$ cat src/rtl/upr_pkg.sv
package upr_pkg;
  localparam int CELL_BYTES = 53;
  localparam int IDX_W      = $clog2(CELL_BYTES);
  localparam int ADDR_W     = 5;
  typedef logic [7:0] byte_t;
endpackage

$ cat src/rtl/upr_poll.sv
module upr_poll
  import upr_pkg::*;
(
  input  logic              clk,
  input  logic              rst_n,
  input  logic [ADDR_W-1:0] my_addr,
  input  logic [ADDR_W-1:0] poll_addr,
  input  logic              room,
  output logic              clav_o,
  output logic              clav_oe
);
  logic hit;
  assign hit = (poll_addr == my_addr);

  always_ff @(posedge clk) begin
    if (!rst_n) begin
      clav_oe <= 1'b0;
      clav_o  <= 1'b0;
    end else begin
      clav_oe <= hit;
      clav_o  <= hit & room;
    end
  end
endmodule

$ cat src/rtl/upr_framer.sv
module upr_framer
  import upr_pkg::*;
#(
  parameter int NCELL = 2,
  localparam int SW = (NCELL > 1) ? $clog2(NCELL) : 1
) (
  input  logic             clk,
  input  logic             rst_n,
  input  byte_t            tx_data,
  input  logic             tx_soc,
  input  logic             tx_enb_n,
  input  logic             may_start,
  output logic             wr_en,
  output logic [SW-1:0]    wr_slot,
  output logic [IDX_W-1:0] wr_idx,
  output byte_t            wr_data,
  output logic             wr_last,
  output logic             in_cell,
  output logic             cell_done
);
  logic [IDX_W-1:0] cnt;
  logic             take, start, cont, at_end;

  assign take    = ~tx_enb_n;
  assign start   = take & tx_soc & (in_cell | may_start);
  assign cont    = take & ~tx_soc & in_cell;
  assign at_end  = (cnt == IDX_W'(CELL_BYTES - 1));
  assign wr_en   = start | cont;
  assign wr_idx  = start ? '0 : cnt;
  assign wr_data = tx_data;
  assign wr_last = cont & at_end;

  always_ff @(posedge clk) begin
    if (!rst_n) begin
      in_cell   <= 1'b0;
      cnt       <= '0;
      wr_slot   <= '0;
      cell_done <= 1'b0;
    end else begin
      cell_done <= wr_last;
      if (start) begin
        in_cell <= 1'b1;
        cnt     <= IDX_W'(1);
      end else if (cont) begin
        if (at_end) begin
          in_cell <= 1'b0;
          cnt     <= '0;
          wr_slot <= (wr_slot == SW'(NCELL - 1)) ? '0 : wr_slot + 1'b1;
        end else begin
          cnt <= cnt + 1'b1;
        end
      end
    end
  end
endmodule

$ cat src/rtl/upr_cellbuf.sv
module upr_cellbuf
  import upr_pkg::*;
#(
  parameter int NCELL = 2,
  localparam int SW    = (NCELL > 1) ? $clog2(NCELL) : 1,
  localparam int CW    = $clog2(NCELL + 1),
  localparam int DEPTH = NCELL * CELL_BYTES,
  localparam int AW    = $clog2(DEPTH)
) (
  input  logic             clk,
  input  logic             rst_n,
  input  logic             wr_en,
  input  logic [SW-1:0]    wr_slot,
  input  logic [IDX_W-1:0] wr_idx,
  input  byte_t            wr_data,
  input  logic             wr_last,
  output logic [CW-1:0]    stored_cnt,
  output logic             out_valid,
  input  logic             out_ready,
  output byte_t            out_data,
  output logic             out_sof,
  output logic             out_eof
);
  byte_t            mem [DEPTH];
  logic [SW-1:0]    rslot;
  logic [IDX_W-1:0] ridx;
  logic             xfer, pop;

  function automatic logic [AW-1:0] loc(logic [SW-1:0] s, logic [IDX_W-1:0] i);
    return AW'(s) * AW'(CELL_BYTES) + AW'(i);
  endfunction

  always_ff @(posedge clk) begin
    if (wr_en) mem[loc(wr_slot, wr_idx)] <= wr_data;
  end

  assign out_valid = (stored_cnt != '0);
  assign out_data  = mem[loc(rslot, ridx)];
  assign out_sof   = (ridx == '0);
  assign out_eof   = (ridx == IDX_W'(CELL_BYTES - 1));
  assign xfer      = out_valid & out_ready;
  assign pop       = xfer & out_eof;

  always_ff @(posedge clk) begin
    if (!rst_n) begin
      stored_cnt <= '0;
      rslot      <= '0;
      ridx       <= '0;
    end else begin
      stored_cnt <= stored_cnt + CW'(wr_last) - CW'(pop);
      if (xfer) begin
        if (out_eof) begin
          ridx  <= '0;
          rslot <= (rslot == SW'(NCELL - 1)) ? '0 : rslot + 1'b1;
        end else begin
          ridx <= ridx + 1'b1;
        end
      end
    end
  end
endmodule

$ cat src/rtl/utopia_phy_rx.sv
module utopia_phy_rx
  import upr_pkg::*;
#(
  parameter int NCELL = 2,
  localparam int SW = (NCELL > 1) ? $clog2(NCELL) : 1,
  localparam int CW = $clog2(NCELL + 1)
) (
  input  logic       clk,
  input  logic       rst_n,
  input  logic [4:0] my_addr,
  input  logic [4:0] poll_addr,
  input  logic [7:0] tx_data,
  input  logic       tx_soc,
  input  logic       tx_enb_n,
  output logic       clav_o,
  output logic       clav_oe,
  output logic       cell_done,
  output logic       out_valid,
  input  logic       out_ready,
  output logic [7:0] out_data,
  output logic       out_sof,
  output logic       out_eof
);
  logic             wr_en, wr_last, in_cell, may_start, room;
  logic [SW-1:0]    wr_slot;
  logic [IDX_W-1:0] wr_idx;
  byte_t            wr_data;
  logic [CW-1:0]    stored_cnt;
  logic [CW:0]      occ;

  assign occ       = {1'b0, stored_cnt} + (CW+1)'(in_cell);
  assign room      = (occ < (CW+1)'(NCELL));
  assign may_start = (stored_cnt < CW'(NCELL));

  upr_poll u_poll (
    .clk, .rst_n, .my_addr, .poll_addr, .room, .clav_o, .clav_oe
  );

  upr_framer #(.NCELL(NCELL)) u_framer (
    .clk, .rst_n, .tx_data, .tx_soc, .tx_enb_n, .may_start,
    .wr_en, .wr_slot, .wr_idx, .wr_data, .wr_last, .in_cell, .cell_done
  );

  upr_cellbuf #(.NCELL(NCELL)) u_buf (
    .clk, .rst_n, .wr_en, .wr_slot, .wr_idx, .wr_data, .wr_last,
    .stored_cnt, .out_valid, .out_ready, .out_data, .out_sof, .out_eof
  );
endmodule

$ cat config.mk
export PLATFORM = sky130hd
export DESIGN_NAME = utopia_phy_rx
export DESIGN_NICKNAME = d
export VERILOG_FILES = /design/src/rtl/upr_pkg.sv /design/src/rtl/upr_poll.sv /design/src/rtl/upr_framer.sv /design/src/rtl/upr_cellbuf.sv /design/src/rtl/utopia_phy_rx.sv
export SDC_FILE = /design/constraint.sdc
export NUM_CORES = 1
export LEC_CHECK = 0
export ABC_AREA = 1
export BUFFER_PORTS_ARGS = -buffer_cell sky130_fd_sc_hd__buf_4
export CELL_PAD_IN_SITES_DETAIL_PLACEMENT = 0
export CELL_PAD_IN_SITES_GLOBAL_PLACEMENT = 1
export CORE_UTILIZATION = 55
export DETAILED_ROUTE_END_ITERATION = 6
export PLACE_DENSITY = 0.88
export SLEW_MARGIN = 20
export SYNTH_ARGS = -nofsm -noshare
export SYNTH_HDL_FRONTEND = slang
export SYNTH_SLANG_ARGS = --single-unit
$ cat constraint.sdc
create_clock -name clk -period 5.81 [get_ports clk]
set_input_delay 0.2905 -clock clk [delete_from_list [all_inputs] [get_ports clk]]
set_output_delay 0.2905 -clock clk [all_outputs]
set_load 0.02 [all_outputs]
# Word-level counts from Yosys, hierarchy flattened
# Memories as Yosys holds them, arrays and structs flattened.
# Index checks and enable logic that the tools add are counted.
[totals]
ff_bits = 20
latch_bits = 0
ramBits = 848
mem_bits_ro = 0
output_inout_bits = 14
wordCells = 61
n_memories = 1
[memory_table]
columns = ["name", "depth", "width", "read_ports", "rd_clocked_by_memory_dff", "wr", "line_no", "source"]
rows = [
  ["u_buf.mem", 106, 8, 1, 0, 1, "upr_cellbuf.sv:24", "byte_t mem [DEPTH];"],
]
[classes]
n_addsub = 9
mul = 2
div_mod_pow = 0
magnitude_cmp = 2
eq_ne = 3
shifts = 0
n_mux = 12
bitwise_logic = 14
reduce_logical = 8
[ops]
columns = ["op", "n"]
rows = [
  ["6-bit 2-to-1 mux", 3],
  ["7-bit by 6-bit adder with 7-bit output", 2],
  ["1-bit by 6-bit multiplier with 7-bit output (second input constant)", 2],
  ["6-bit by 1-bit adder with 6-bit output (second input constant)", 2],
  ["6-bit equality test (second input constant)", 2],
  ["1-bit 2-to-1 mux", 9],
  ["1-bit bitwise AND", 8],
  ["6-bit zero test", 1],
  ["2-bit nonzero test", 3],
  ["5-bit equality test", 1],
  ["1-bit inverter", 4],
  ["2-bit AND reduction", 2],
  ["2-bit by 1-bit adder with 3-bit output", 1],
  ["3-bit by 2-bit < comparator with 1-bit output (second input constant)", 1],
  ["3-bit AND reduction", 1],
  ["1-bit adder (second input constant)", 2],
  ["2-bit by 1-bit adder with 2-bit output", 1],
  ["2-bit < comparator (second input constant)", 1],
  ["1-bit bitwise OR", 2],
  ["2-bit OR reduction", 1],
  ["2-bit by 1-bit subtractor with 2-bit output", 1],
]

# Depth between registers and ports, before layout
# Gate-level depths: netlist of run 1.
[depth]
word_depth = 6
depth_mapped = 16
mapped_depth_nobuf = 16

# Hierarchy
# Synthesis of run 1 repeated with hierarchy kept, for this count alone.
[hier_totals]
cells_unflattened = 3635
area_unflattened_um2 = 37532.2
[modules_own_cells]
columns = ["module", "n_inst", "cells_each", "area_per_inst_um2", "seq_area_each_um2"]
rows = [
  ["upr_cellbuf", 1, 3514, 36769.0, 25644.6],
  ["upr_framer", 1, 86, 580.6, 180.2],
  ["upr_poll", 1, 33, 170.2, 40.0],
  ["utopia_phy_rx", 1, 2, 12.5, 0.0],
]

# Least setup slack after synthesis of run 1
# Ideal clock, no wire load.
[synth_path]
kind = "reg2reg"
from = "register u_framer.in_cell"
to = "memory u_buf.mem[0][0] in the netlist's numbering (enable)"
setup_ns = 0.370
t_arrival_ns = 2.287
path_slack_ns = 3.152
stages_incl_launch_ff = 14
n_path_buf = 0
path_cell_list = "dfxtp_1 inv_2 nand2_1 nand2_1 inv_1 nor2_1 ha_1 nand4_1 nand2_1 nand2_1 nand2_2 xor2_2 nand3_1 nor2_1"
[synth_between]
elab_chain_cells = 5
elab_cells_between_ends = 8
[synth_rtl]
columns = ["element", "line_no", "source"]
rows = [
  ["start: declaration", "upr_framer.sv:18", "output logic in_cell,"],
  ["start signal: assignment", "upr_framer.sv:35", "in_cell <= 1'b0;"],
  ["start signal: assignment", "upr_framer.sv:42", "in_cell <= 1'b1;"],
  ["start signal: assignment", "upr_framer.sv:46", "in_cell <= 1'b0;"],
  ["branches (longest 5 deep; another with 7-bit by 6-bit adder with 7-bit output)", "--", ""],
  ["end: declaration", "upr_cellbuf.sv:24", ""],
]
# Parallel ways; which one is timed is not known.

# Worst setup path in the final report of run 1
[layout_path]
from = "register u_buf.rslot"
to = "output out_data[6]"
[layout_between]
elab_chain_cells = 3
[layout_rtl]
columns = ["element", "line_no", "source"]
rows = [
  ["start: declaration", "upr_cellbuf.sv:25", "logic [SW-1:0] rslot;"],
  ["start signal: assignment", "upr_cellbuf.sv:54", "rslot <= (rslot == SW'(NCELL - 1)) ? '0 : rslot + 1'b1;"],
  ["1-bit by 6-bit multiplier with 7-bit output", "upr_cellbuf.sv:30", "return AW'(s) * AW'(CELL_BYTES) + AW'(i);"],
  ["7-bit by 6-bit adder with 7-bit output", "upr_cellbuf.sv:30", ""],
  ["memory 106 x 8 bit", "--", ""],
  ["end: declaration", "utopia_phy_rx.sv:20", "output logic [7:0] out_data,"],
]
# Every way passes these cells.

==> results of run 1 <==
## worst max path at each step
stage                                 from               to  slack (ns)  cells after the start
after CTS                      u_buf.rslot      out_data[1]        1.31                     14
after floorplan           u_framer.in_cell  u_buf.mem[0][0]        3.15                     13
after global placement            tx_enb_n  u_buf.mem[7][3]        2.01                     16
after detailed placement          tx_enb_n  u_buf.mem[7][3]        1.95                     16
after global routing           u_buf.rslot      out_data[3]        1.03                     13
final                          u_buf.rslot      out_data[6]        1.29                     13
## stage by stage
step	hold slack, ns	utilization
global placement	0.440	0.572
finish	0.0391	0.613
CTS	0.0176	0.612
detailed placement	0.443	0.572
floorplan	0.384	-
global route	0.0803	0.613
## cell type report
type	instances	area [sq um]
well taps	873	1090
clock inverters	55	453
clock buffers	101	2230
multi-input cells	2139	9240
diodes	1	2.50
repair buffers	81	752
flip-flops and latches	868	25900
inverters	402	1520
fillers	5344	26000
## what timing repair did
item / 4_1_cts / 5_1_grt
endpoints found under the hold margin: 20 / 0
buffers inserted: 0 / 0
endpoints found under the setup margin: 0 / 0
hold buffers: 3 / 0
## registers in the layout, indices dropped and copies added, names as in the netlist
register and cells:
u_framer.cell_done 1, u_poll.clav_o 1, u_buf.stored_cnt 2, u_framer.wr_slot 1
u_buf.rslot 1, u_poll.clav_oe 1, u_framer.in_cell 1, u_buf.ridx 6
u_buf.mem 848, u_framer.cnt 6
## power by group
group	total (W)	switching [W]	internal, W
logic	0.000196	0.000164	0.0000316
registers	0.00688	0.00000187	0.00687
clock network	0.00537	0.00232	0.00305
## per-layer routing
| layer | GRT usage | vias up | wire (microns) |
|---|---|---|---|
| met3 | 0.0512 | 174 | 9380 |
| met1 | 0.385 | 12000 | 38100 |
| li1 | - | 11900 | - |
| met5 | 0 | - | 0 |
| met2 | 0.424 | 1176 | 43800 |
| met4 | 0.101 | 0 | 2720 |
## worst max-delay path: cells and delay by family, from the launching register on
kind,cells,cell delay (ns)
flops,1,0.38
simple gates,9,1.31
buf+inv,3,0.99
fa+ha+maj,1,0.86
## kinds of logic (layout without fill, tap and decap cells)
kind of cell,count (synthesis),count (layout)
and+or+nand+nor,2009,2009
buffers and inverters,588,639
AOI/OAI and AO/OA,99,99
DFF,868,868
other,0,1
adders and majority gates,16,16
xor gates and xnor gates,15,15
## synthesized netlist by cell type
library cell	number	share of area
edfxtp_1	848	0.68
a21oi_1	26	0.0035
or2_2	1	0.00017
nor2_2	1	0.00017
xor2_2	3	0.0013
nand3_1	600	0.080
nor4_1	3	0.00050
buf_1	30	0.0030
inv_1	398	0.040
xor2_1	11	0.0026
xnor2_1	1	0.00023
o21ai_0	65	0.0087
a21oi_2	1	0.00023
nand2_1	1154	0.12
nand4_1	1	0.00017
buf_2	68	0.0091
a221oi_1	1	0.00023
inv_2	4	0.00040
dfxtp_1	20	0.011
o21ai_1	6	0.00080
clkbuf_1	88	0.0088
nor2_1	236	0.024
nand2_2	1	0.00017
nor3_1	10	0.0013
nor3b_1	2	0.00040
ha_1	16	0.0054
==> summary.md, run 1 <==
| Metric | Value |
|---|---|
| RR Startpoint | `u_framer.in_cell` |
| R2R cell count | `16` |
| CTS Buf Count | `85` |
| Nets | `~3600` |
| DRC | `0` |
| Boundary Pins | `37` |
| Most frequent cells in the layout | `nand2_1, edfxtp_1, nand3_1, inv_1, nor2_1` |
| TritonCTS clock tree | `done` |
| Fin cells | `between 4000 and 5000` |
| Outcome | `completed` |
| RSZ-0062 raised after global routing | `false` |
| Hold Path Sink | `u_poll.clav_oe` |
| Commonest non-fill, non-tap cell in the layout | `nand2_1` |
| Dpl cell area | `38400 sq um` |
| Final ANT Viol Nets | `0` |
| Max cap viols | `0` |
| Drt wl/cell | `around 21 microns` |
| Period utilisation layout | `0.778` |
| Power density cells | `302 nW/um^2` |
| Yosys warns | `0` |
| Antenna violations before repair | `0` |
| Worst slew pin tran | `0.997 ns` |
| CP max FO | `~100` |
| P&R area growth vs syn | `10.2%` |
| Synth Area in Compound Gates | `0.0135` |
| Starting density of the core | `0.556` |
| Worst slack at placement | `1.95 ns` |
| Largest family of logic cells by synthesized area | `simple AND/OR/NAND/NOR gates` |
| Drt first-iter violations | `2761` |
| Worst setup margin | `1.29 ns` |
| Crit start category | `flip-flop` |
| CP max stage cell | `ha_4` |
| Clk_lat worst skew | `roughly 0.65 ns` |
| Crit path largest cell delay | `0.86 ns` |
| Synth Area in XOR/XNOR | `0.00412` |
| First-pass GRT wire length | `between 100000 and 150000 microns` |
| Port bufs | `36` |
| Clock Sink Count | `between 800 and 900` |
| Kind of end point of the critical path | `primary output` |
| Total Wirelength | `approximately 94000 microns` |
| Peak Freq | `~220 MHz` |
| Leakage | `16.2 nW` |
| Largest net degree at the start of global routing | `160` |
| CP arrival | `~4.2 ns` |
| Post-Synthesis Cells | `around 3600` |
| Hold path startpoint | `my_addr[4]` |
| Die Span Y | `263 microns` |
| Final Skew | `0.0271 ns` |
| Max Root-Sink Buffers | `3` |
| Vias | `25200` |
| Final GP Congestion | `0.866` |
| Count of state elements after synthesis | `around 870` |
| Clock transition at the registers of the reported paths | `0.06 ns` |
| Syn Std Cell Area | `37300 sq um` |
| CTS H-Tree Depth | `3` |
| Gr usage total | `0.273` |
| Root Driver | `clkbuf_16` |
| WHS Path Cells | `5` |
| Synth Area in Adders | `0.00536` |
| Die W | `263 microns` |
| Placed wire-length estimate | `52300 microns` |
| Via density | `5.58` |
| Reg-to-reg endpoint | `u_buf.mem[6][1]` |
| Setup slack, reg-to-reg | `just under 2 ns` |
| Slew Limit Fails | `0` |
| Drt pass-1 iters | `5` |
| Final setup vio count | `0` |
| Rel. slew slack | `0.335` |
| Tmin final | `4.52 ns` |
| Placed cells | `4359` |
| Layout cells sized above 1 | `0.0592` |
| GRT overflow | `0` |
| CP Cell Sequence | `ha_4, inv_8, buf_4, nand2_1, nand3_1, nand3_1, nand3_1, nand3_1, nand3_1, nand2_1, nand2_1, nand2_1, buf_4` |
| Post-Syn Nets | `3634` |
| FP Rows | `95` |
| WS Path Type | `reg2out` |
| Setup TNS Final | `0 ns` |
| Post-synthesis cell type count | `26` |
| Die Area | `about 70000 sq um` |
| Syn_area_per_cell | `roughly 10 sq um` |
| Final Hold Violating Endpoints | `0` |
| Multiplexer share of the synthesized area | `0` |
| Req. time, crit path | `5.52 ns` |
| Peak VDD IR | `285 uV` |
| Fin area | `41200 sq um` |
| CP dominant cell by count | `nand3_1` |
| Vias in the first global route | `24200` |
| Post-Synth Simple-Gate Area | `0.223` |
| Seq/Total Area, Yosys | `0.693` |
| CTS resizes | `0` |
| Overall power | `0.0124 W` |
| Core Region | `67200 sq um` |
| Worst Hold Class | `in2reg` |
No activity file was read; power rests on OpenSTA's default activity.
==> inputs of run 2 (changes only) <==
ABC_AREA = 0   (was 1)
CORE_UTILIZATION = 50   (was 55)
PLACE_DENSITY = 0.79   (was 0.88)
clock period = 3.7 ns   (was 5.81 ns; I/O delays follow)
==> summary.md, run 2 <==
| Metric | Value |
|---|---|
| Total Wirelength | `85600 microns (-8.9%)` |
| Clock transition at the registers of the reported paths | `0.06 ns (about the same)` |
| Antenna violations before repair | `1 (+1)` |
| Boundary Pins | `37 (unchanged)` |
| Die W | `265 microns (+1.1%)` |
| Post-synth top cells | `edfxtp_1, mux4_2, nand2_1` |
| Post-synth top area share | `0.734 (+0.0521)` |
| Clock Sink Count | `868 (unchanged)` |
| Post-synthesis cell type count | `59 (+130%)` |
| Port bufs | `36 (unchanged)` |
| Max cap viols | `0 (unchanged)` |
| Largest delay share family, worst path | `compound AO/OA/AOI/OAI gates` |
| Fin Hold WS | `0.0215 ns (-0.0176 ns)` |
| Max Root-Sink Buffers | `3 (unchanged)` |
| Largest cells by area after synthesis | `edfxtp_1, mux4_2, mux2i_1, nand2_1, nor2_1` |
| CP arrival | `3.73 ns (-0.50 ns)` |
| Hold Path Sink | `u_buf.mem[77][4]` |
| Placed wire-length estimate | `49200 microns (-6.0%)` |
| Leakage | `13.5 nW (-17%)` |
| Final Hold Violating Endpoints | `0 (unchanged)` |
| Worst Hold Class | `in2reg` |
| Power density cells | `462 nW/um^2 (+53%)` |
| Slew Limit Fails | `0 (unchanged)` |
| Syn_area_per_cell | `19.1 sq um (+84%)` |
| Post-Synthesis Cells | `1812 (-50%)` |
| Tmin final | `3.92 ns` |
| Main synth FF type | `edfxtp_1` |
| Seq/Total Area, Yosys | `0.746 (+0.0529)` |
| Die Span Y | `265 microns (+1.1%)` |
| WHS Path Cells | `1 (-4)` |
| Drt first-iter violations | `1962 (-29%)` |
| CP max stage cell | `mux4_2` |
| Crit path largest cell delay | `0.54 ns (-0.32 ns)` |
| R2R cell count | `12 (-4)` |
| Die Area | `70400 sq um (+2.2%)` |
| Post-synth EDFFs | `848 (unchanged)` |
| Layout cells sized above 1 | `0.338 (+0.279)` |
| Switching power | `0.00382 W (+54%)` |
| Vias in the first global route | `18700 (-23%)` |
| Dpl cell area | `37300 sq um (-2.9%)` |
| Cell with the most instances after synthesis | `edfxtp_1` |
| P&R area growth vs syn | `21.2%` |
| Final setup vio count | `7 (+7)` |
| Post-Syn Nets | `1851 (-49%)` |
| Count of state elements after synthesis | `868 (unchanged)` |
| Hold path startpoint | `tx_data[4]` |
| Peak VDD IR | `439 uV (+54%)` |
| CP max FO | `5 (-95%)` |
| First-pass GRT wire length | `124000 microns (-13%)` |
| CP dominant cell by count | `buf_12` |
| Via density | `5.99 (+7.2%)` |
| Fin cells | `3120 (-31%)` |
| RSZ-0062 raised after global routing | `true` |
| Fin area | `42100 sq um (+2.2%)` |
| Max reg flops | `848 (unchanged)` |
| Post-synth top area cell | `edfxtp_1` |
| P_int | `0.0156 W (+57%)` |
| CP Cell Sequence | `ha_4, buf_12, buf_12, buf_16, mux4_2, mux2i_4, nor3_2, o41ai_2, buf_4, nand2_4, a211o_1, buf_6` |
| Kind of end point of the critical path | `primary output` |
| Commonest non-fill, non-tap cell in the layout | `edfxtp_1` |
| Clk_lat worst skew | `0.62 ns (-0.03 ns)` |
| Vias | `18700 (-26%)` |
| Final GP Congestion | `0.829 (-4.2%)` |
| Worst Path Buf+Inv | `5 (+2)` |
| WS Path Type | `reg2out` |
| CTS H-Tree Depth | `3 (unchanged)` |
| Yosys warns | `0 (unchanged)` |
| Clock power frac | `0.428 (-0.004)` |
| GRT overflow | `0 (unchanged)` |
| Rel. slew slack | `0.275 (-0.0609)` |
| Req. time, crit path | `3.51 ns (-2.01 ns)` |
| TritonCTS clock tree | `done` |
| Failing checks | `setup timing` |
| Layout fillers | `4727 (-12%)` |
| Reg-to-reg endpoint | `u_buf.mem[89][7]` |
| DRC | `0 (unchanged)` |
| Final ANT Viol Nets | `0 (unchanged)` |
| N_diodes | `0 (-1)` |
| Starting density of the core | `0.506 (-0.0502)` |
| Setup slack, reg-to-reg | `0.20 ns (-1.76 ns)` |
| Nets | `2162 (-40%)` |
| Async S/R FF share, synth | `0 (unchanged)` |
| Final Skew | `0.0135 ns (-0.0136 ns)` |
| FP Rows | `96 (+1.1%)` |
| Core Util, Final | `0.613 (about the same)` |
| Crit start category | `flip-flop` |
| Worst setup margin | `-0.219 ns (-1.51 ns)` |
| RR Startpoint | `u_framer.in_cell` |
| Sw Share | `0.197 (-0.00318)` |
| Largest net degree at the start of global routing | `107 (-33%)` |
| Critical path depth | `12 (-1)` |
| Worst slew pin tran | `1.09 ns (+0.0914 ns)` |
| Syn Std Cell Area | `34700 sq um (-7.1%)` |
| CTS Buf Count | `82 (-3.5%)` |
| Outcome | `finished with violations` |
| Combinational share of power | `0.017 (about the same)` |
| Peak Freq | `between 200 and 300 MHz` |
| Period utilisation layout | `1.06` |
| Most frequent cells in the layout | `edfxtp_1, buf_4, mux4_2, nand2_1, nor2_1` |
| Largest register by flop count | `u_buf.mem` |
| Gr usage total | `0.244 (-0.0290)` |
| Drt pass-1 iters | `5 (unchanged)` |
| Placed cells | `2872 (-34%)` |
| Register share of total power | `0.555 (+0.002)` |
| Core Region | `68600 sq um (+2.1%)` |
| Drt wl/cell | `27.4 microns (+32%)` |
| Root Driver | `clkbuf_16` |
| Biggest regs | `u_buf.mem (848), u_buf.ridx (6), u_framer.cnt (6)` |
[run 2: worst register-to-register path, stage by stage, from the launching register on]
cell and delay, ns:
dfxtp_1 0.38, nor2b_1 0.09, or2_2 0.35, and2_1 0.19
ha_1 0.19, ha_1 0.21, a21oi_1 0.23, xnor2_1 0.17
nand3_1 0.11, mux2i_1 0.29, o211ai_1 0.14, buf_4 0.22
nor2_1 0.56
[run 2: cells by family after synthesis]
group,Yosys count,synth area share
muxes,258,0.146
AOI/OAI and AO/OA,104,0.0232
adders and majority gates,16,0.00577
xor gates and xnor gates,25,0.00653
buffers and inverters,109,0.0175
DFF,868,0.746
and+or+nand+nor,432,0.0557
[run 2: repair_timing]
item	CTS	global route
gates resized for setup	118	49
cloned	12	3
hold buffers	9	0
endpoints found under the hold margin	20	0
buffers inserted	31	44
pin swaps	24	25
endpoints found under the setup margin	8	248
[run 2: cell type report]
cell class,instances,area (sq um),share of cell area
Tap cell,931,1160,0.0277
Timing Repair Buffer,323,3410,0.0810
Clock inverter,52,458,0.0109
Multi-Input combinational cell,835,8900,0.212
Inverter,13,48.8,0.00116
Clock buffer,98,2200,0.0522
Sequential cell,868,25900,0.615
[run 2: how the worst max path moves through the flow]
stage                                   start                end  slack, ns
after floorplan           u_buf.stored_cnt[1]  u_buf.mem[104][0]      -0.04
after global placement               tx_enb_n   u_buf.mem[64][5]       0.08
after detailed placement             tx_enb_n   u_buf.mem[67][5]       0.05
after CTS                         u_buf.rslot        out_data[7]      -0.21
after global routing              u_buf.rslot        out_data[7]      -0.26
final                             u_buf.rslot        out_data[4]      -0.22
[run 2: power by group through the flow]
stage	Combinational (W)	Sequential, W	Clock, W
2_1_floorplan	0.0000512	0.0110	0
3_3_place_gp	0.000287	0.0110	0
3_5_place_dp	0.000298	0.0110	0
4_1_cts	0.000318	0.0108	0.00843
5_1_grt	0.000345	0.0108	0.00879
6_report	0.000325	0.0108	0.00832
[run 2: routing by layer]
layer | GRT usage | vias up | wire [microns]
li1 | - | 7984 | -
met1 | 0.333 | 9704 | 33400
met2 | 0.404 | 838 | 43500
met3 | 0.0381 | 154 | 6020
met4 | 0.0812 | 0 | 2690
met5 | 0 | - | 0
[run 2: through the flow]
step | setup WS [ns] | TNS, ns | power [W]
floorplan | -0.0401 | -0.642 | 0.0111
global route | -0.257 | -1.56 | 0.0199
global placement | 0.0832 | 0 | 0.0113
CTS | -0.205 | -1.11 | 0.0195
detailed placement | 0.0476 | 0 | 0.0113
finish | -0.219 | -1.07 | 0.0194
